$ cat config.mk
export PLATFORM = sky130hd
export DESIGN_NAME = crc_engine
export DESIGN_NICKNAME = d
export VERILOG_FILES = /design/src/rtl/crc_engine_pkg.sv /design/src/rtl/crc_engine_ctrl.sv /design/src/rtl/crc_engine_datapath.sv /design/src/rtl/crc_engine.sv
export SDC_FILE = /design/constraint.sdc
export NUM_CORES = 1
export LEC_CHECK = 0
export BUFFER_PORTS_ARGS = -buffer_cell sky130_fd_sc_hd__buf_2
export CAP_MARGIN = 15
export CORE_UTILIZATION = 54
export DETAILED_ROUTE_END_ITERATION = 8
export PLACE_DENSITY = 0.86
export SYNTH_ARGS = -nofsm -noshare
export SYNTH_HDL_FRONTEND = slang
export SYNTH_SLANG_ARGS = --single-unit
$ cat constraint.sdc
create_clock -name clk -period 4 [get_ports clk]
set_clock_uncertainty 0.05 [all_clocks]
set_input_delay 0.8 -clock clk [delete_from_list [all_inputs] [get_ports clk]]
set_output_delay 0.8 -clock clk [all_outputs]
set_load 0.02 [all_outputs]
$ cat src/rtl/crc_engine_pkg.sv
package crc_engine_pkg;

  localparam int REG_COUNT = 3;
  localparam int SEL_CTRL  = 0;
  localparam int SEL_DIN   = 1;
  localparam int SEL_DOUT  = 2;

  localparam logic [1:0] ADDR_CTRL = 2'd0;
  localparam logic [1:0] ADDR_DIN  = 2'd1;
  localparam logic [1:0] ADDR_DOUT = 2'd2;

  localparam int BYTE_W = 8;

  // Strobes from the bus decoder to the datapath
  typedef struct packed {
    logic              clear;
    logic              feed;
    logic [BYTE_W-1:0] dataByte;
  } crcStrobeT;

endpackage

$ cat src/rtl/crc_engine_ctrl.sv
module crc_engine_ctrl
  import crc_engine_pkg::*;
#(
  parameter int DATA_W  = 16,
  parameter int CNT_W   = 12,
  parameter int CRC_W   = 16,
  parameter int RST_BIT = 15
) (
  input  logic                 clk,
  input  logic                 rstN,
  input  logic [REG_COUNT-1:0] wrSel,
  input  logic [DATA_W-1:0]    wrData,
  input  logic [1:0]           rdAddr,
  input  logic [CNT_W-1:0]     cnt,
  input  logic [CRC_W-1:0]     crcOut,
  output crcStrobeT            strobes,
  output logic [DATA_W-1:0]    rdData
);

  localparam int CNT_PAD = DATA_W - CNT_W;
  localparam int CRC_PAD = DATA_W - CRC_W;

  logic clearReq;
  logic feedReq;

  // Clear has priority over a byte arriving in the same cycle
  always_comb begin
    clearReq = wrSel[SEL_CTRL] && wrData[RST_BIT];
    feedReq  = wrSel[SEL_DIN] && !clearReq;
    strobes.clear    = clearReq;
    strobes.feed     = feedReq;
    strobes.dataByte = wrData[BYTE_W-1:0];
  end

  // Read mux; the reset bit and the upper control bits read as zero
  always_comb begin
    unique case (rdAddr)
      ADDR_CTRL: rdData = {{CNT_PAD{1'b0}}, cnt};
      ADDR_DOUT: rdData = {{CRC_PAD{1'b0}}, crcOut};
      default:   rdData = '0;
    endcase
  end

  AST_CLEAR_BEATS_FEED: assert property (@(posedge clk) disable iff (!rstN)
    (wrSel[SEL_CTRL] && wrData[RST_BIT] && wrSel[SEL_DIN]) |-> (strobes.clear && !strobes.feed));

  AST_CTRL_UPPER_ZERO: assert property (@(posedge clk) disable iff (!rstN)
    (rdAddr == ADDR_CTRL) |-> (rdData[DATA_W-1:CNT_W] == '0));

  AST_UNMAPPED_ZERO: assert property (@(posedge clk) disable iff (!rstN)
    (rdAddr == ADDR_DIN || rdAddr == 2'd3) |-> (rdData == '0));

endmodule

$ cat src/rtl/crc_engine_datapath.sv
module crc_engine_datapath
  import crc_engine_pkg::*;
#(
  parameter int              CNT_W   = 12,
  parameter int              CRC_W   = 16,
  parameter logic [CRC_W-1:0] POLY    = 16'h1021,
  parameter logic [CRC_W-1:0] INIT    = 16'hFFFF,
  parameter logic [CRC_W-1:0] XOR_OUT = 16'hFFFF,
  parameter bit              REFLECT = 1'b1
) (
  input  logic             clk,
  input  logic             rstN,
  input  crcStrobeT        strobes,
  output logic [CNT_W-1:0] cnt,
  output logic [CRC_W-1:0] crcOut
);

  localparam logic [CNT_W-1:0] CNT_MAX = {CNT_W{1'b1}};

  function automatic logic [CRC_W-1:0] bitReverse(input logic [CRC_W-1:0] v);
    logic [CRC_W-1:0] r;
    for (int i = 0; i < CRC_W; i++) r[i] = v[CRC_W-1-i];
    return r;
  endfunction

  localparam logic [CRC_W-1:0] POLY_REV = bitReverse(POLY);

  logic [CRC_W-1:0] crcAcc;
  logic [CRC_W-1:0] stepped;
  logic [CNT_W-1:0] cntNext;

  generate
    if (REFLECT) begin : g_lsbFirst
      logic [CRC_W-1:0] work;
      always_comb begin
        work = crcAcc ^ {{(CRC_W-BYTE_W){1'b0}}, strobes.dataByte};
        for (int i = 0; i < BYTE_W; i++) begin
          work = work[0] ? ((work >> 1) ^ POLY_REV) : (work >> 1);
        end
        stepped = work;
      end
    end else begin : g_msbFirst
      logic [CRC_W-1:0] work;
      always_comb begin
        work = crcAcc ^ {strobes.dataByte, {(CRC_W-BYTE_W){1'b0}}};
        for (int i = 0; i < BYTE_W; i++) begin
          work = work[CRC_W-1] ? ((work << 1) ^ POLY) : (work << 1);
        end
        stepped = work;
      end
    end
  endgenerate

  always_comb begin
    cntNext = (cnt == CNT_MAX) ? cnt : cnt + 1'b1;
  end

  always_ff @(posedge clk or negedge rstN) begin
    if (!rstN) begin
      crcAcc <= INIT;
      cnt    <= '0;
    end else if (strobes.clear) begin
      crcAcc <= INIT;
      cnt    <= '0;
    end else if (strobes.feed) begin
      crcAcc <= stepped;
      cnt    <= cntNext;
    end
  end

  assign crcOut = crcAcc ^ XOR_OUT;

  AST_CLEAR_ZERO: assert property (@(posedge clk) disable iff (!rstN)
    strobes.clear |=> (cnt == '0 && crcOut == (INIT ^ XOR_OUT)));

  AST_NO_OVERFLOW: assert property (@(posedge clk) disable iff (!rstN)
    (strobes.feed && !strobes.clear && cnt == CNT_MAX) |=> (cnt == CNT_MAX));

  AST_COUNT_STEP: assert property (@(posedge clk) disable iff (!rstN)
    (strobes.feed && !strobes.clear && cnt != CNT_MAX) |=> (cnt == $past(cnt) + 1'b1));

  AST_IDLE_HOLD: assert property (@(posedge clk) disable iff (!rstN)
    (!strobes.feed && !strobes.clear) |=> ($stable(cnt) && $stable(crcOut)));

endmodule

$ cat src/rtl/crc_engine.sv
module crc_engine
  import crc_engine_pkg::*;
#(
  parameter int               DATA_W  = 16,
  parameter int               CNT_W   = 12,
  parameter int               CRC_W   = 16,
  parameter int               RST_BIT = 15,
  parameter logic [CRC_W-1:0] POLY    = 16'h1021,
  parameter logic [CRC_W-1:0] INIT    = 16'hFFFF,
  parameter logic [CRC_W-1:0] XOR_OUT = 16'hFFFF,
  parameter bit               REFLECT = 1'b1
) (
  input  logic              clk,
  input  logic              rstN,
  input  logic [2:0]        wrSel,
  input  logic [DATA_W-1:0] wrData,
  input  logic [1:0]        rdAddr,
  output logic [DATA_W-1:0] rdData
);

  crcStrobeT        strobes;
  logic [CNT_W-1:0] cnt;
  logic [CRC_W-1:0] crcOut;

  crc_engine_ctrl #(
    .DATA_W (DATA_W),
    .CNT_W  (CNT_W),
    .CRC_W  (CRC_W),
    .RST_BIT(RST_BIT)
  ) ctrl_i (
    .clk    (clk),
    .rstN   (rstN),
    .wrSel  (wrSel),
    .wrData (wrData),
    .rdAddr (rdAddr),
    .cnt    (cnt),
    .crcOut (crcOut),
    .strobes(strobes),
    .rdData (rdData)
  );

  crc_engine_datapath #(
    .CNT_W  (CNT_W),
    .CRC_W  (CRC_W),
    .POLY   (POLY),
    .INIT   (INIT),
    .XOR_OUT(XOR_OUT),
    .REFLECT(REFLECT)
  ) dp_i (
    .clk    (clk),
    .rstN   (rstN),
    .strobes(strobes),
    .cnt    (cnt),
    .crcOut (crcOut)
  );

endmodule

-- After elaboration in Yosys (flattened, before gate mapping)
Cells that the tools add are included.
- output and inout bits: 16
- word-level logic and storage cells: 36
- register bits: 28
- input port bits: 23
- $add $sub $neg: 1
- reductions and logical operators: 6
- equal/unequal tests: 3
- muxes and demuxes: 14
- bitwise logic cells: 10
- operator list (cell ; number):
    16-bit two-way mux ; 10
    12-bit two-way mux ; 3
    16-bit one-hot mux with 2 select lines ; 1
    2-bit inverter with 3-bit output ; 8
    16-bit inverter ; 1
    16-bit by 8-bit bitwise XOR with 16-bit output ; 1
    12-bit by 1-bit adder with 12-bit output (second input constant) ; 1
    12-bit equality test (second input constant) ; 1
    2-bit equality test (second input constant) ; 1
    1-bit logical AND ; 2
    2-bit zero test ; 1
    2-bit inequality test (second input constant) ; 1
    2-bit AND reduction ; 1
    2-bit nonzero test ; 1
    1-bit zero test ; 1

-- Longest topological paths before layout
Gate-level depths: netlist (run 1).
- word-level depth: 19
- depth in mapped cells: 5
- mapped depth without buffers: 5

-- Cells and area by module
From an unflattened synthesis (run 1), not the netlist that was laid out.
- cells, all modules: 207
- area total of the unflattened synthesis: 1905.6 um2
- by module, submodules not included (module ; sequential area each (um2) ; cells each ; instances ; area an instance (um2)):
    crc_engine_datapath ; 720.7 ; 164 ; 1 ; 1606.5
    crc_engine_ctrl ; 0.0 ; 43 ; 1 ; 299.0

-- Worst setup path after synthesis (run 1)
No wires, ideal clock.
- path kind: in2out
- start point: input rdAddr[1]
- end point: output rdData[1]
- path buffers: 2
- cell stages on the path: 4
- data required time: 3.150 ns
- setup slack: 1.127 ns
- arrival: 2.023 ns
- cell sequence: clkbuf_1 > clkbuf_1 > nor2_1 > a211oi_1
- word-level cells in the longest chain between the ends: 2
- elaborated cells between the ends (all ways): 3
- classes of those cells: 1 x eq/ne; 1 x mux; 1 x reduce/logical
- RTL lines (what ; RTL line ; text):
    start, declared ; crc_engine.sv:17 ; input logic [1:0] rdAddr,
    2-bit equality test / 2-bit zero test (equally long branches) ; crc_engine_ctrl.sv:37 ; unique case (rdAddr)
    16-bit one-hot mux with 2 select lines * ; crc_engine_ctrl.sv:37 ;
    end, declared ; crc_engine.sv:18 ; output logic [DATA_W-1:0] rdData
Every way passes the cells marked *; elsewhere a longest branch is shown, timed or not.

-- Worst setup path in the final report (run 1)
- start point: input rdAddr[1]
- end point: output rdData[8]
Same word-level chain as after synthesis.

==> impl_metrics.xml, run 1 <==
<?xml version="1.0" encoding="UTF-8"?>
<metrics>
  <group name="power_and_ir_drop">
    <metric name="powerDensity" unit="mW/mm^2">619.9</metric>
    <metric name="p_leak" unit="nW">0.8021</metric>
    <metric name="power.ir.vdd_worst" unit="mV">0.4666</metric>
  </group>
  <group name="placed_design">
    <metric name="gpl.final_weighted_congestion" unit="">0.8275</metric>
    <metric name="pre_cts_slack" unit="ps">1316</metric>
    <metric name="hpwl" unit="mm">2.518</metric>
    <metric name="port_buffers" unit="">30</metric>
  </group>
  <group name="clock_tree">
    <metric name="clockRootBuffer" unit="">sky130_fd_sc_hd__clkbuf_4</metric>
    <metric name="cts_made_buffers" unit="">3</metric>
    <metric name="h-tree-depth" unit="">1</metric>
    <metric name="clock_latency" unit="ps">340</metric>
    <metric name="cts.sink_count" unit="">28</metric>
    <metric name="cts_tree" unit="">yes</metric>
    <metric name="cts.hold.buffers_added" unit="">0</metric>
    <metric name="cts_resized" unit="">0</metric>
    <metric name="post-cts-setup-buffers" unit="">0</metric>
    <metric name="worst_setup_hold_path_clk_slew" unit="ps">150</metric>
    <metric name="clk_path_buf_depth" unit="">2</metric>
  </group>
  <group name="yosys">
    <metric name="synth.distinct_cells" unit="">31</metric>
    <metric name="synth_enable_flop_cells" unit="">0</metric>
    <metric name="postSynthAreaPerCell" unit="sq um">8.791</metric>
    <metric name="ys.flop_type" unit="">sky130_fd_sc_hd__dfstp_2</metric>
    <metric name="synth.ff_latch_count" unit="">28</metric>
    <metric name="ys_warn_count" unit="">0</metric>
    <metric name="post_synth_inst_count" unit="">191</metric>
    <metric name="synth_seq_area_share" unit="">0.4292</metric>
    <metric name="post_synth_instance_area" unit="sq mm">0.001679</metric>
    <metric name="synth-async-reset-ratio" unit="">1.000</metric>
    <metric name="synth_fp_nets" unit="">215</metric>
  </group>
  <group name="timing">
    <metric name="timing.slew.headroom" unit="">0.5506</metric>
    <metric name="totalNegativeSetupSlack" unit="ps">0</metric>
    <metric name="setup_repair_after_global_routing_missed_its_margin" unit="">no</metric>
    <metric name="final_count_of_pins_violating_max_slew" unit="">0</metric>
    <metric name="finalSetupViolations" unit="">0</metric>
    <metric name="hold_violation_total_from_the_final_report" unit="">0</metric>
    <metric name="min_period_over_period" unit="">0.6483</metric>
    <metric name="layout_setup_ws" unit="ps">1407</metric>
    <metric name="timing.final.crit_period" unit="ps">2593</metric>
    <metric name="worst_pin_slew" unit="ps">674.0</metric>
    <metric name="max_freq" unit="MHz">385.6</metric>
  </group>
  <group name="global_routing">
    <metric name="grt_start_max_net_pins" unit="">29</metric>
    <metric name="overflow" unit="">0</metric>
    <metric name="antenna_found_initial" unit="">0</metric>
    <metric name="globalRouteTotalUtil" unit="">0.2283</metric>
    <metric name="grt_first_pass_wirelength" unit="mm">5.837</metric>
    <metric name="grt_pass1_vias" unit="">1259</metric>
  </group>
  <group name="layout">
    <metric name="final-seq-area" unit="sq um">720.7</metric>
    <metric name="antenna_cells" unit="">0</metric>
    <metric name="post_route_cells_drive_above_1_share" unit="">0.2512</metric>
    <metric name="area_delta_synth_final" unit="%">11.85</metric>
    <metric name="num-nets-final" unit="">240</metric>
    <metric name="finish.utilization" unit="">0.6583</metric>
    <metric name="multi_input_area" unit="sq um">894.6</metric>
    <metric name="nFillCells" unit="">246</metric>
  </group>
  <group name="hold_path">
    <metric name="min_path_type" unit="">in2async</metric>
  </group>
  <group name="routing">
    <metric name="post_detailed_route_drc_marker_count" unit="">0</metric>
    <metric name="detailedRoute.firstPassIterationCount" unit="">7</metric>
    <metric name="postRouteWirelength" unit="mm">3.476</metric>
    <metric name="detailed_route_via_count" unit="">1380</metric>
    <metric name="vias_per_cell" unit="">5.610</metric>
    <metric name="drt_iter0_markers" unit="">36</metric>
    <metric name="drtAntennaViolNets" unit="">0</metric>
    <metric name="routed_wire_length_per_instance" unit="microns">14.13</metric>
  </group>
  <group name="floorplan">
    <metric name="dieArea" unit="sq mm">0.003336</metric>
    <metric name="boundaryPins" unit="">39</metric>
    <metric name="die_w" unit="microns">57.76</metric>
    <metric name="initial_core_util" unit="">0.5886</metric>
    <metric name="placement_rows" unit="">19</metric>
    <metric name="die-height" unit="microns">57.76</metric>
    <metric name="core" unit="sq mm">0.002853</metric>
  </group>
  <group name="setup_path">
    <metric name="cp-start-kind" unit="">primary input</metric>
    <metric name="endpoint_kind" unit="">primary output</metric>
    <metric name="arrival_time_worst_endpoint" unit="ps">1740</metric>
    <metric name="timing_worst_setup_path_type" unit="">in2out</metric>
    <metric name="worst-path-max-fanout" unit="">20</metric>
    <metric name="critPathRequiredTime" unit="ps">3150</metric>
  </group>
  <group name="run_status">
    <metric name="run_status" unit="">finished clean</metric>
  </group>
  <group name="job">
    <metric name="max_cap_violations" unit="">0</metric>
  </group>
</metrics>
path summary, 6_finish.rpt:
path / from / to / slack [ps] / cells past startpoint
hold reg to reg: dp_i.crcAcc[12]$_DFFE_PN1P_ / dp_i.crcAcc[12]$_DFFE_PN1P_ / 500 / 2
hold / removal: rstN / dp_i.cnt[5]$_DFFE_PN0P_ / 380 / 1
min in group clk: dp_i.crcAcc[12]$_DFFE_PN1P_ / dp_i.crcAcc[12]$_DFFE_PN1P_ / 500 / 2
setup / recovery: rdAddr[1] / rdData[8] / 1410 / 4
max in group asynchronous: rstN / dp_i.crcAcc[3]$_DFFE_PN1P_ / 3140 / 1
setup reg to reg: dp_i.cnt[0]$_DFFE_PN0P_ / dp_i.cnt[10]$_DFFE_PN0P_ / 2130 / 5
worst max-delay path, stage by stage:
cell and delay, ps:
sky130_fd_sc_hd__buf_2 320, sky130_fd_sc_hd__mux2_2 380, sky130_fd_sc_hd__nor2_1 70, sky130_fd_sc_hd__buf_2 170
kinds of logic (layout without fill, tap and decap cells):
family | count (synthesis) | after routing | share of synthesized area
adders and majority gates | 1 | 1 | 0.007450
AOI/OAI and AO/OA | 47 | 47 | 0.1654
buffers and inverters | 17 | 41 | 0.03800
xor gates and xnor gates | 26 | 26 | 0.1356
DFF | 28 | 28 | 0.4292
muxes | 6 | 6 | 0.03651
and+or+nand+nor | 66 | 66 | 0.1878
power by group:
part,switching [mW],internal [mW],total [mW]
clock network,0.0894,0.0766,0.166
registers,0.0886,0.424,0.512
logic,0.259,0.227,0.486
cell type report:
class | instances | area share
Multi-Input combinational cell | 146 | 0.4763
Sequential cell | 28 | 0.3837
Timing Repair Buffer | 30 | 0.07995
Clock buffer | 4 | 0.02532
Tap cell | 31 | 0.02065
Inverter | 7 | 0.01399
synthesized netlist by cell type, types with 2 or more instances:
| cell | instances | area, sq um |
|---|---|---|
| sky130_fd_sc_hd__nand4_1 | 3 | 18.77 |
| sky130_fd_sc_hd__buf_1 | 2 | 7.510 |
| sky130_fd_sc_hd__a211oi_1 | 8 | 60.06 |
| sky130_fd_sc_hd__and4_2 | 2 | 20.02 |
| sky130_fd_sc_hd__o21ai_0 | 18 | 90.09 |
| sky130_fd_sc_hd__nand3_1 | 4 | 20.02 |
| sky130_fd_sc_hd__a21oi_1 | 13 | 65.06 |
| sky130_fd_sc_hd__and2_1 | 3 | 18.77 |
| sky130_fd_sc_hd__nor2_1 | 31 | 116.4 |
| sky130_fd_sc_hd__xnor2_1 | 18 | 157.7 |
| sky130_fd_sc_hd__a31oi_1 | 3 | 18.77 |
| sky130_fd_sc_hd__or3_1 | 5 | 31.28 |
| sky130_fd_sc_hd__dfstp_2 | 16 | 420.4 |
| sky130_fd_sc_hd__clkbuf_1 | 8 | 30.03 |
| sky130_fd_sc_hd__mux2i_1 | 5 | 50.05 |
| sky130_fd_sc_hd__xor2_1 | 8 | 70.07 |
| sky130_fd_sc_hd__dfrtp_1 | 12 | 300.3 |
| sky130_fd_sc_hd__nand2_1 | 9 | 33.78 |
| sky130_fd_sc_hd__nand2b_1 | 2 | 12.51 |
| sky130_fd_sc_hd__inv_1 | 6 | 22.52 |
| sky130_fd_sc_hd__nor3_1 | 5 | 25.02 |
metal layers:
| layer | share of wire | vias up | wire length (microns) | global-route usage |
|---|---|---|---|---|
| met5 | 0 | - | 0 | 0 |
| met4 | 0.0089 | 0 | 31 | 0.04762 |
| met3 | 0.041 | 4 | 142 | 0.05357 |
| met2 | 0.48 | 34 | 1676 | 0.3787 |
| met1 | 0.47 | 629 | 1625 | 0.3086 |
| li1 | - | 713 | - | - |
cells in the final DEF (no fill, tap or decap), types with 8 or more instances in the layout:
cell                       Yosys  final
sky130_fd_sc_hd__nor2_1       31     31
sky130_fd_sc_hd__buf_2         0     30
sky130_fd_sc_hd__xnor2_1      18     18
sky130_fd_sc_hd__o21ai_0      18     18
sky130_fd_sc_hd__dfstp_2      16     16
sky130_fd_sc_hd__a21oi_1      13     13
sky130_fd_sc_hd__dfrtp_1      12     12
sky130_fd_sc_hd__nand2_1       9      9
sky130_fd_sc_hd__a211oi_1      8      8
sky130_fd_sc_hd__xor2_1        8      8
state kept, by name (all words and copies together), names as in the netlist:
signal and count:
dp_i.cnt 12, dp_i.crcAcc 16
stage by stage:
| stage | cell area [sq um] | std cells | hold slack (ps) | power [mW] |
|---|---|---|---|---|
| 2_1_floorplan | 1679 | 191 | 454.4 | 0.8913 |
| 3_3_place_gp | 1831 | 242 | 474.5 | 0.9913 |
| 3_5_place_dp | 1831 | 242 | 482.2 | 1.004 |
| 4_1_cts | 1878 | 246 | 407.2 | 1.167 |
| 5_1_grt | 1878 | 246 | 417.4 | 1.251 |
| 6_report | 1878 | 246 | 383.7 | 1.164 |
Note: power is estimated with default switching activity, not from simulation.
==> inputs of run 2 (changes only) <==
Settings changed: ABC_AREA set to 1, PLACE_DENSITY 0.86 to 0.85.
Clock period 4 ns to 2.46 ns, I/O delays scaled along.
==> impl_metrics.xml, run 2 <==
<?xml version="1.0" encoding="UTF-8"?>
<metrics>
  <group name="layout">
    <metric name="reg_top3" unit="">dp_i.crcAcc: 16 flops, dp_i.cnt: 12 flops</metric>
    <metric name="post_route_cells_drive_above_1_share" unit="">0.1770</metric>
    <metric name="num-nets-final" unit="">347</metric>
    <metric name="final_common_cell" unit="">sky130_fd_sc_hd__nand2_1</metric>
    <metric name="nFillCells" unit="">319</metric>
    <metric name="regMostFlops" unit="">dp_i.crcAcc</metric>
    <metric name="post_layout_nonfiller_instances" unit="">368</metric>
    <metric name="layout.cells.most_common_list" unit="">112 x sky130_fd_sc_hd__nand2_1, 40 x sky130_fd_sc_hd__inv_1, 30 x sky130_fd_sc_hd__buf_2, 26 x sky130_fd_sc_hd__nand3_1, 19 x sky130_fd_sc_hd__nor2_1</metric>
    <metric name="area_delta_synth_final" unit="%">11.25</metric>
    <metric name="antenna_cells" unit="">0</metric>
    <metric name="flip_flop_count_of_the_largest_register_all_copies_and_words_added" unit="">16</metric>
  </group>
  <group name="yosys">
    <metric name="yosys.area_share.simple" unit="">0.3769</metric>
    <metric name="synth_seq_area_share" unit="">0.3723</metric>
    <metric name="synth.distinct_cells" unit="">28</metric>
    <metric name="ys.flop_type" unit="">sky130_fd_sc_hd__dfstp_2</metric>
    <metric name="post_synth_inst_count" unit="">295</metric>
    <metric name="netlist_top_cells_area" unit="">sky130_fd_sc_hd__dfstp_2 22%, sky130_fd_sc_hd__nand2_1 22%, sky130_fd_sc_hd__dfrtp_1 16%</metric>
    <metric name="synth.area.mux_share" unit="">0</metric>
    <metric name="synth_area_in_compound_gates" unit="">0.1176</metric>
    <metric name="synth_largest_area_cell" unit="">sky130_fd_sc_hd__dfstp_2</metric>
    <metric name="post-synth-top-area-fraction" unit="">0.2172</metric>
    <metric name="post-synth-top-count-cell" unit="">sky130_fd_sc_hd__nand2_1</metric>
    <metric name="ys_warn_count" unit="">0</metric>
    <metric name="dominant_combinational_cell_family_by_area_after_synthesis" unit="">simple AND/OR/NAND/NOR gates</metric>
    <metric name="post_synth_instance_area" unit="sq mm">0.001936</metric>
    <metric name="synth_commonest_cells" unit="">112 x sky130_fd_sc_hd__nand2_1, 40 x sky130_fd_sc_hd__inv_1, 26 x sky130_fd_sc_hd__nand3_1, 19 x sky130_fd_sc_hd__nor2_1, 18 x sky130_fd_sc_hd__a21oi_1</metric>
    <metric name="synth.ff_latch_count" unit="">28</metric>
    <metric name="synth_enable_flop_cells" unit="">0</metric>
    <metric name="synth_xor_area_frac" unit="">0.02715</metric>
    <metric name="synth-async-reset-ratio" unit="">1.000</metric>
    <metric name="synth_adder_area_share" unit="">0.006464</metric>
    <metric name="postSynthAreaPerCell" unit="sq um">6.561</metric>
    <metric name="synth_fp_nets" unit="">319</metric>
  </group>
  <group name="global_routing">
    <metric name="overflow" unit="">0</metric>
    <metric name="globalRouteTotalUtil" unit="">0.2672</metric>
    <metric name="grt_first_pass_wirelength" unit="mm">7.410</metric>
    <metric name="grt_start_max_net_pins" unit="">29</metric>
    <metric name="antenna_found_initial" unit="">0</metric>
    <metric name="grt_pass1_vias" unit="">1672</metric>
  </group>
  <group name="power_and_ir_drop">
    <metric name="power.ir.vdd_worst" unit="mV">0.3301</metric>
    <metric name="p_comb_frac" unit="">0.318</metric>
    <metric name="share_clk_of_total_power" unit="">0.217</metric>
    <metric name="internal_power" unit="uW">902.6</metric>
    <metric name="net_sw_power" unit="uW">522.8</metric>
    <metric name="switching_share" unit="">0.3668</metric>
    <metric name="power.share.sequential" unit="">0.465</metric>
    <metric name="powerDensity" unit="mW/mm^2">662.0</metric>
    <metric name="p_total" unit="mW">1.425</metric>
    <metric name="p_leak" unit="nW">1.160</metric>
  </group>
  <group name="placed_design">
    <metric name="pre_cts_slack" unit="ps">422.3</metric>
    <metric name="port_buffers" unit="">30</metric>
    <metric name="dp_cells" unit="">364</metric>
    <metric name="gpl.final_weighted_congestion" unit="">0.9334</metric>
    <metric name="hpwl" unit="mm">3.508</metric>
  </group>
  <group name="timing">
    <metric name="final_count_of_pins_violating_max_slew" unit="">0</metric>
    <metric name="finalSetupViolations" unit="">0</metric>
    <metric name="holdWs" unit="ps">86.34</metric>
    <metric name="layout_setup_ws" unit="ps">387.4</metric>
    <metric name="totalNegativeSetupSlack" unit="ps">0</metric>
    <metric name="worst_pin_slew" unit="ps">622.6</metric>
    <metric name="hold_violation_total_from_the_final_report" unit="">0</metric>
    <metric name="timing.final.crit_period" unit="ps">2073</metric>
    <metric name="setup_repair_after_global_routing_missed_its_margin" unit="">no</metric>
    <metric name="max_freq" unit="MHz">482.5</metric>
    <metric name="timing.slew.headroom" unit="">0.5849</metric>
    <metric name="min_period_over_period" unit="">0.8425</metric>
  </group>
  <group name="setup_path">
    <metric name="reg2reg_depth" unit="">7</metric>
    <metric name="critPathMostFrequentCell" unit="">sky130_fd_sc_hd__buf_2</metric>
    <metric name="cp-start-kind" unit="">primary input</metric>
    <metric name="worst-path-max-fanout" unit="">16</metric>
    <metric name="worst_stage_delay_on_the_critical_path" unit="ps">340</metric>
    <metric name="regToRegStartpoint" unit="">dp_i.cnt[0]$_DFFE_PN0P_</metric>
    <metric name="critPathRequiredTime" unit="ps">1920</metric>
    <metric name="endpoint_kind" unit="">primary output</metric>
    <metric name="worstReg2RegEnd" unit="">dp_i.cnt[9]$_DFFE_PN0P_</metric>
    <metric name="cp_cell_sequence" unit="">buf_2, inv_1, nand2_1, o22ai_1, buf_2</metric>
    <metric name="register_to_register_setup_slack" unit="ps">960</metric>
    <metric name="critPathSlowestCell" unit="">sky130_fd_sc_hd__nand2_1</metric>
    <metric name="arrival_time_worst_endpoint" unit="ps">1530</metric>
    <metric name="timing_worst_setup_path_type" unit="">in2out</metric>
  </group>
  <group name="floorplan">
    <metric name="core" unit="sq mm">0.003390</metric>
    <metric name="boundaryPins" unit="">39</metric>
    <metric name="die-height" unit="microns">61.87</metric>
    <metric name="initial_core_util" unit="">0.5711</metric>
    <metric name="dieArea" unit="sq mm">0.003828</metric>
    <metric name="die_w" unit="microns">61.87</metric>
    <metric name="placement_rows" unit="">21</metric>
  </group>
  <group name="clock_tree">
    <metric name="h-tree-depth" unit="">1</metric>
    <metric name="cts_tree" unit="">yes</metric>
    <metric name="post-cts-setup-buffers" unit="">0</metric>
    <metric name="cts.sink_count" unit="">28</metric>
    <metric name="worst_setup_hold_path_clk_slew" unit="ps">160</metric>
    <metric name="cts_made_buffers" unit="">3</metric>
    <metric name="clock_latency" unit="ps">340</metric>
    <metric name="clockRootBuffer" unit="">sky130_fd_sc_hd__clkbuf_4</metric>
    <metric name="cts_resized" unit="">0</metric>
    <metric name="clk_path_buf_depth" unit="">2</metric>
    <metric name="cts.hold.buffers_added" unit="">0</metric>
  </group>
  <group name="routing">
    <metric name="detailedRoute.firstPassIterationCount" unit="">5</metric>
    <metric name="drt_iter0_markers" unit="">138</metric>
    <metric name="post_detailed_route_drc_marker_count" unit="">0</metric>
    <metric name="postRouteWirelength" unit="mm">4.718</metric>
    <metric name="drtAntennaViolNets" unit="">0</metric>
    <metric name="detailed_route_via_count" unit="">1955</metric>
    <metric name="vias_per_cell" unit="">5.313</metric>
    <metric name="routed_wire_length_per_instance" unit="microns">12.82</metric>
  </group>
  <group name="run_status">
    <metric name="run_status" unit="">finished clean</metric>
  </group>
  <group name="hold_path">
    <metric name="min_path_type" unit="">in2async</metric>
  </group>
  <group name="job">
    <metric name="max_cap_violations" unit="">0</metric>
  </group>
</metrics>
## run 2: cell count changes in the layout (fill, tap and decap cells not counted), moves of 4 or more
| cell | before | now |
|---|---|---|
| sky130_fd_sc_hd__xnor2_1 | 18 | 3 |
| sky130_fd_sc_hd__nor2_1 | 31 | 19 |
| sky130_fd_sc_hd__nor3_1 | 5 | 1 |
| sky130_fd_sc_hd__inv_1 | 6 | 40 |
| sky130_fd_sc_hd__mux2i_1 | 5 | 0 |
| sky130_fd_sc_hd__nand2_1 | 9 | 112 |
| sky130_fd_sc_hd__o22ai_1 | 0 | 12 |
| sky130_fd_sc_hd__xor2_1 | 8 | 3 |
| sky130_fd_sc_hd__a21oi_1 | 13 | 18 |
| sky130_fd_sc_hd__nand3_1 | 4 | 26 |
| sky130_fd_sc_hd__a211oi_1 | 8 | 0 |
| sky130_fd_sc_hd__or3_1 | 5 | 0 |
| sky130_fd_sc_hd__o21ai_0 | 18 | 8 |
## run 2: routing by layer
| metal | global-route usage | part of all wire | up-vias | routed length [microns] |
|---|---|---|---|---|
| li1 | - | - | 1001 | - |
| met1 | 0.3618 | 0.44 | 873 | 2054 |
| met2 | 0.4547 | 0.48 | 72 | 2260 |
| met3 | 0.02692 | 0.069 | 9 | 325 |
| met4 | 0.07937 | 0.017 | 0 | 78 |
| met5 | 0 | 0 | - | 0 |
## run 2: stage by stage
| stage | utilization | area [sq um] |
|---|---|---|
| detailed placement | 0.6198 | 2101 |
| floorplan | - | 1936 |
| CTS | 0.6353 | 2153 |
| global route | 0.6353 | 2153 |
| finish | 0.6353 | 2153 |
| global placement | 0.6198 | 2101 |
## run 2: worst max-delay path by stage
stage,startpoint,endpoint,slack [ps],cells past startpoint
after CTS,rdAddr[0],rdData[8],430,5
after detailed placement,rdAddr[0],rdData[8],420,5
after global placement,rdAddr[0],rdData[5],440,5
after floorplan,rdAddr[1],rdData[0],570,3
final,rdAddr[0],rdData[8],390,5
after global routing,rdAddr[0],rdData[8],350,5
## run 2: power by group through the flow
stage | Sequential [mW] | Clock, mW | Combinational (mW)
6_report | 0.662 | 0.310 | 0.453
3_3_place_gp | 0.666 | 0 | 0.434
3_5_place_dp | 0.669 | 0 | 0.445
4_1_cts | 0.660 | 0.310 | 0.450
5_1_grt | 0.675 | 0.326 | 0.516
2_1_floorplan | 0.638 | 0 | 0.342
## run 2: logic make-up after synthesis
kind of cell / Yosys count
flops: 28
compound gates: 41
xor+xnor: 6
buf+inv: 47
fa+ha+maj: 1
simple gates: 172
## run 2: final cells by class
cell class,count,area (sq um),share of cell area
Multi-Input combinational cell,220,1022,0.4747
Tap cell,46,57.56,0.02673
Clock inverter,1,30.03,0.01395
Inverter,40,150.1,0.06973
Timing Repair Buffer,30,150.1,0.06973
Clock buffer,3,22.52,0.01046
Sequential cell,28,720.7,0.3347
## run 2: worst max-delay path: cells and delay by family
| family | cells | cell delay (ps) |
|---|---|---|
| AND/OR/NAND/NOR | 1 | 340 |
| AO/OA/AOI/OAI | 1 | 340 |
| buffers and inverters | 3 | 340 |
==> inputs of run 3 (changes only) <==
Settings changed: ABC_AREA 1 to 0, CORE_UTILIZATION 54 to 48, PLACE_DENSITY 0.85 to 0.81.
Clock period 2.46 ns to 1.8 ns, I/O delays scaled along.
==> impl_metrics.xml, run 3 (synthesis gave the netlist of run 1 again) <==
<?xml version="1.0" encoding="UTF-8"?>
<metrics>
  <group name="power_and_ir_drop">
    <metric name="powerDensity" unit="mW/mm^2">1307</metric>
    <metric name="p_total" unit="mW">2.763</metric>
    <metric name="p_leak" unit="nW">0.9122</metric>
    <metric name="power.ir.vdd_worst" unit="mV">0.6857</metric>
  </group>
  <group name="clock_tree">
    <metric name="cts_tree" unit="">yes</metric>
    <metric name="clockRootBuffer" unit="">sky130_fd_sc_hd__clkbuf_4</metric>
    <metric name="clk_path_buf_depth" unit="">2</metric>
    <metric name="cts_made_buffers" unit="">3</metric>
    <metric name="clock_latency" unit="ps">330</metric>
    <metric name="worst_setup_hold_path_clk_slew" unit="ps">150</metric>
    <metric name="h-tree-depth" unit="">1</metric>
    <metric name="cts.sink_count" unit="">28</metric>
  </group>
  <group name="routing">
    <metric name="routed_wire_length_per_instance" unit="microns">13.84</metric>
    <metric name="vias_per_cell" unit="">5.454</metric>
    <metric name="postRouteWirelength" unit="mm">3.904</metric>
    <metric name="dr.max_layer_used" unit="">met4</metric>
    <metric name="detailed_route_via_count" unit="">1538</metric>
    <metric name="drtAntennaViolNets" unit="">0</metric>
    <metric name="drt-met1-wl" unit="mm">1.851</metric>
    <metric name="met3_length" unit="microns">120</metric>
    <metric name="drt_iter0_markers" unit="">80</metric>
    <metric name="wl_met2" unit="mm">1.898</metric>
    <metric name="post_detailed_route_drc_marker_count" unit="">0</metric>
    <metric name="detailedRoute.firstPassIterationCount" unit="">4</metric>
  </group>
  <group name="placed_design">
    <metric name="gpl.final_weighted_congestion" unit="">0.8231</metric>
    <metric name="pre_cts_slack" unit="ps">46.77</metric>
    <metric name="port_buffers" unit="">30</metric>
    <metric name="dp_cells" unit="">273</metric>
    <metric name="hpwl" unit="mm">2.828</metric>
  </group>
  <group name="layout">
    <metric name="area_delta_synth_final" unit="%">25.86</metric>
    <metric name="layout.cells.most_common_list" unit="">30 x sky130_fd_sc_hd__nor2_1, 27 x sky130_fd_sc_hd__buf_2, 23 x sky130_fd_sc_hd__buf_4, 18 x sky130_fd_sc_hd__xnor2_1, 18 x sky130_fd_sc_hd__o21ai_0</metric>
    <metric name="final_common_cell" unit="">sky130_fd_sc_hd__nor2_1</metric>
    <metric name="reg_top3" unit="">dp_i.crcAcc: 16 flops, dp_i.cnt: 12 flops</metric>
    <metric name="nFillCells" unit="">286</metric>
    <metric name="antenna_cells" unit="">0</metric>
    <metric name="post_layout_nonfiller_instances" unit="">282</metric>
    <metric name="flip_flop_count_of_the_largest_register_all_copies_and_words_added" unit="">16</metric>
    <metric name="post_route_cells_drive_above_1_share" unit="">0.3602</metric>
    <metric name="regMostFlops" unit="">dp_i.crcAcc</metric>
    <metric name="num-nets-final" unit="">261</metric>
  </group>
  <group name="global_routing">
    <metric name="overflow" unit="">0</metric>
    <metric name="globalRouteTotalUtil" unit="">0.2320</metric>
    <metric name="antenna_found_initial" unit="">0</metric>
    <metric name="grt_first_pass_wirelength" unit="mm">6.313</metric>
    <metric name="grt_start_max_net_pins" unit="">29</metric>
    <metric name="grt_pass1_vias" unit="">1353</metric>
  </group>
  <group name="floorplan">
    <metric name="die_w" unit="microns">61.15</metric>
    <metric name="dieArea" unit="sq mm">0.003739</metric>
    <metric name="die-height" unit="microns">61.15</metric>
    <metric name="boundaryPins" unit="">39</metric>
    <metric name="core" unit="sq mm">0.003337</metric>
    <metric name="initial_core_util" unit="">0.5032</metric>
    <metric name="placement_rows" unit="">21</metric>
  </group>
  <group name="hold_path">
    <metric name="hold_path.startpoint" unit="">wrSel[1]</metric>
    <metric name="min_delay_worst_endpoint" unit="">dp_i.cnt[6]$_DFFE_PN0P_</metric>
    <metric name="whs_path_depth" unit="">3</metric>
    <metric name="min_path_type" unit="">in2reg</metric>
  </group>
  <group name="setup_path">
    <metric name="endpoint_kind" unit="">register</metric>
    <metric name="register_to_register_setup_slack" unit="ps">40</metric>
    <metric name="worstReg2RegEnd" unit="">dp_i.cnt[10]$_DFFE_PN0P_</metric>
    <metric name="cp-start-kind" unit="">register</metric>
    <metric name="reg2reg_depth" unit="">4</metric>
    <metric name="worst-path-max-fanout" unit="">7</metric>
    <metric name="arrival_time_worst_endpoint" unit="ps">1980</metric>
    <metric name="timing_worst_setup_path_type" unit="">reg2reg</metric>
    <metric name="regToRegStartpoint" unit="">dp_i.cnt[3]$_DFFE_PN0P_</metric>
    <metric name="critPathRequiredTime" unit="ps">2020</metric>
  </group>
  <group name="timing">
    <metric name="max_freq" unit="MHz">569.0</metric>
    <metric name="finalSetupViolations" unit="">0</metric>
    <metric name="final_count_of_pins_violating_max_slew" unit="">0</metric>
    <metric name="worst_pin_slew" unit="ps">609.7</metric>
    <metric name="layout_setup_ws" unit="ps">42.45</metric>
    <metric name="setup_repair_after_global_routing_missed_its_margin" unit="">yes</metric>
    <metric name="hold_violation_total_from_the_final_report" unit="">0</metric>
    <metric name="totalNegativeSetupSlack" unit="ps">0</metric>
    <metric name="timing.final.crit_period" unit="ps">1758</metric>
    <metric name="min_period_over_period" unit="">0.9764</metric>
    <metric name="timing.slew.headroom" unit="">0.5936</metric>
  </group>
  <group name="job">
    <metric name="max_cap_violations" unit="">0</metric>
  </group>
  <group name="run_status">
    <metric name="run_status" unit="">finished clean</metric>
  </group>
</metrics>
## run 3: cell types whose count changed in the layout (fill, tap and decap cells not counted), moves of 5 or more
cell and change:
sky130_fd_sc_hd__o21ai_0 +10, sky130_fd_sc_hd__nand2_1 -103, sky130_fd_sc_hd__buf_4 +23, sky130_fd_sc_hd__mux2i_1 +5, sky130_fd_sc_hd__xor2_1 +5, sky130_fd_sc_hd__xnor2_1 +15
sky130_fd_sc_hd__inv_1 -36, sky130_fd_sc_hd__nand3_1 -22, sky130_fd_sc_hd__a21oi_1 -6, sky130_fd_sc_hd__o22ai_1 -12, sky130_fd_sc_hd__nor2_1 +11
## run 3: worst max path at each step
stage                            start  slack [ps]                       end  cells past startpoint
6_report       dp_i.cnt[3]$_DFFE_PN0P_          40  dp_i.cnt[10]$_DFFE_PN0P_                      4
5_1_grt        dp_i.cnt[8]$_DFFE_PN0P_         -30  dp_i.cnt[10]$_DFFE_PN0P_                      4
4_1_cts        dp_i.cnt[1]$_DFFE_PN0P_          20  dp_i.cnt[10]$_DFFE_PN0P_                      5
3_5_place_dp   dp_i.cnt[1]$_DFFE_PN0P_          50  dp_i.cnt[10]$_DFFE_PN0P_                      5
3_3_place_gp   dp_i.cnt[1]$_DFFE_PN0P_          80  dp_i.cnt[10]$_DFFE_PN0P_                      5
2_1_floorplan                rdAddr[1]          -6                rdData[10]                      3
## run 3: where the power goes
group	internal, mW	switching (mW)	total (mW)
clock	0.170	0.191	0.360
combinational	0.627	0.642	1.27
sequential	0.941	0.193	1.13
total	1.74	1.03	2.76
## run 3: through the flow
step / hold slack (ps) / area, sq um / utilization
5_1_grt: 301.4 / 2113 / 0.6333
4_1_cts: 301.2 / 2047 / 0.6134
3_3_place_gp: 351.8 / 1984 / 0.5947
2_1_floorplan: 14.41 / 1695 / -
6_report: 303.8 / 2113 / 0.6333
3_5_place_dp: 350.3 / 1984 / 0.5947
## run 3: worst max-delay path: stages (launching register included)
cell and delay (ps):
sky130_fd_sc_hd__dfrtp_1 460, sky130_fd_sc_hd__nand4_1 150, sky130_fd_sc_hd__or4_4 550, sky130_fd_sc_hd__or3_4 350, sky130_fd_sc_hd__a21oi_2 140
## run 3: what timing repair did
item	4_1_cts	5_1_grt
endpoints found under the hold margin	12	0
resized for setup	1	12
pin swaps	0	3
buffers inserted	0	4
hold buffers	1	0
setup endpoints to repair	1	9
## run 3: final cells by class
cell class                 instances  area (sq um)  area share
tap                               46         57.56     0.02724
multi-input combinational        146         943.4      0.4464
clock buffer                       4         47.55     0.02250
sequential                        28         720.7      0.3410
inverter                           7         26.28     0.01243
timing repair buffer              51         317.8      0.1504
## run 3: per-layer routing
layer | vias to the layer above | track usage
met4 | 0 | 0.04870
li1 | 754 | -
met2 | 39 | 0.3991
met1 | 741 | 0.3152
met3 | 4 | 0.02731
met5 | - | 0
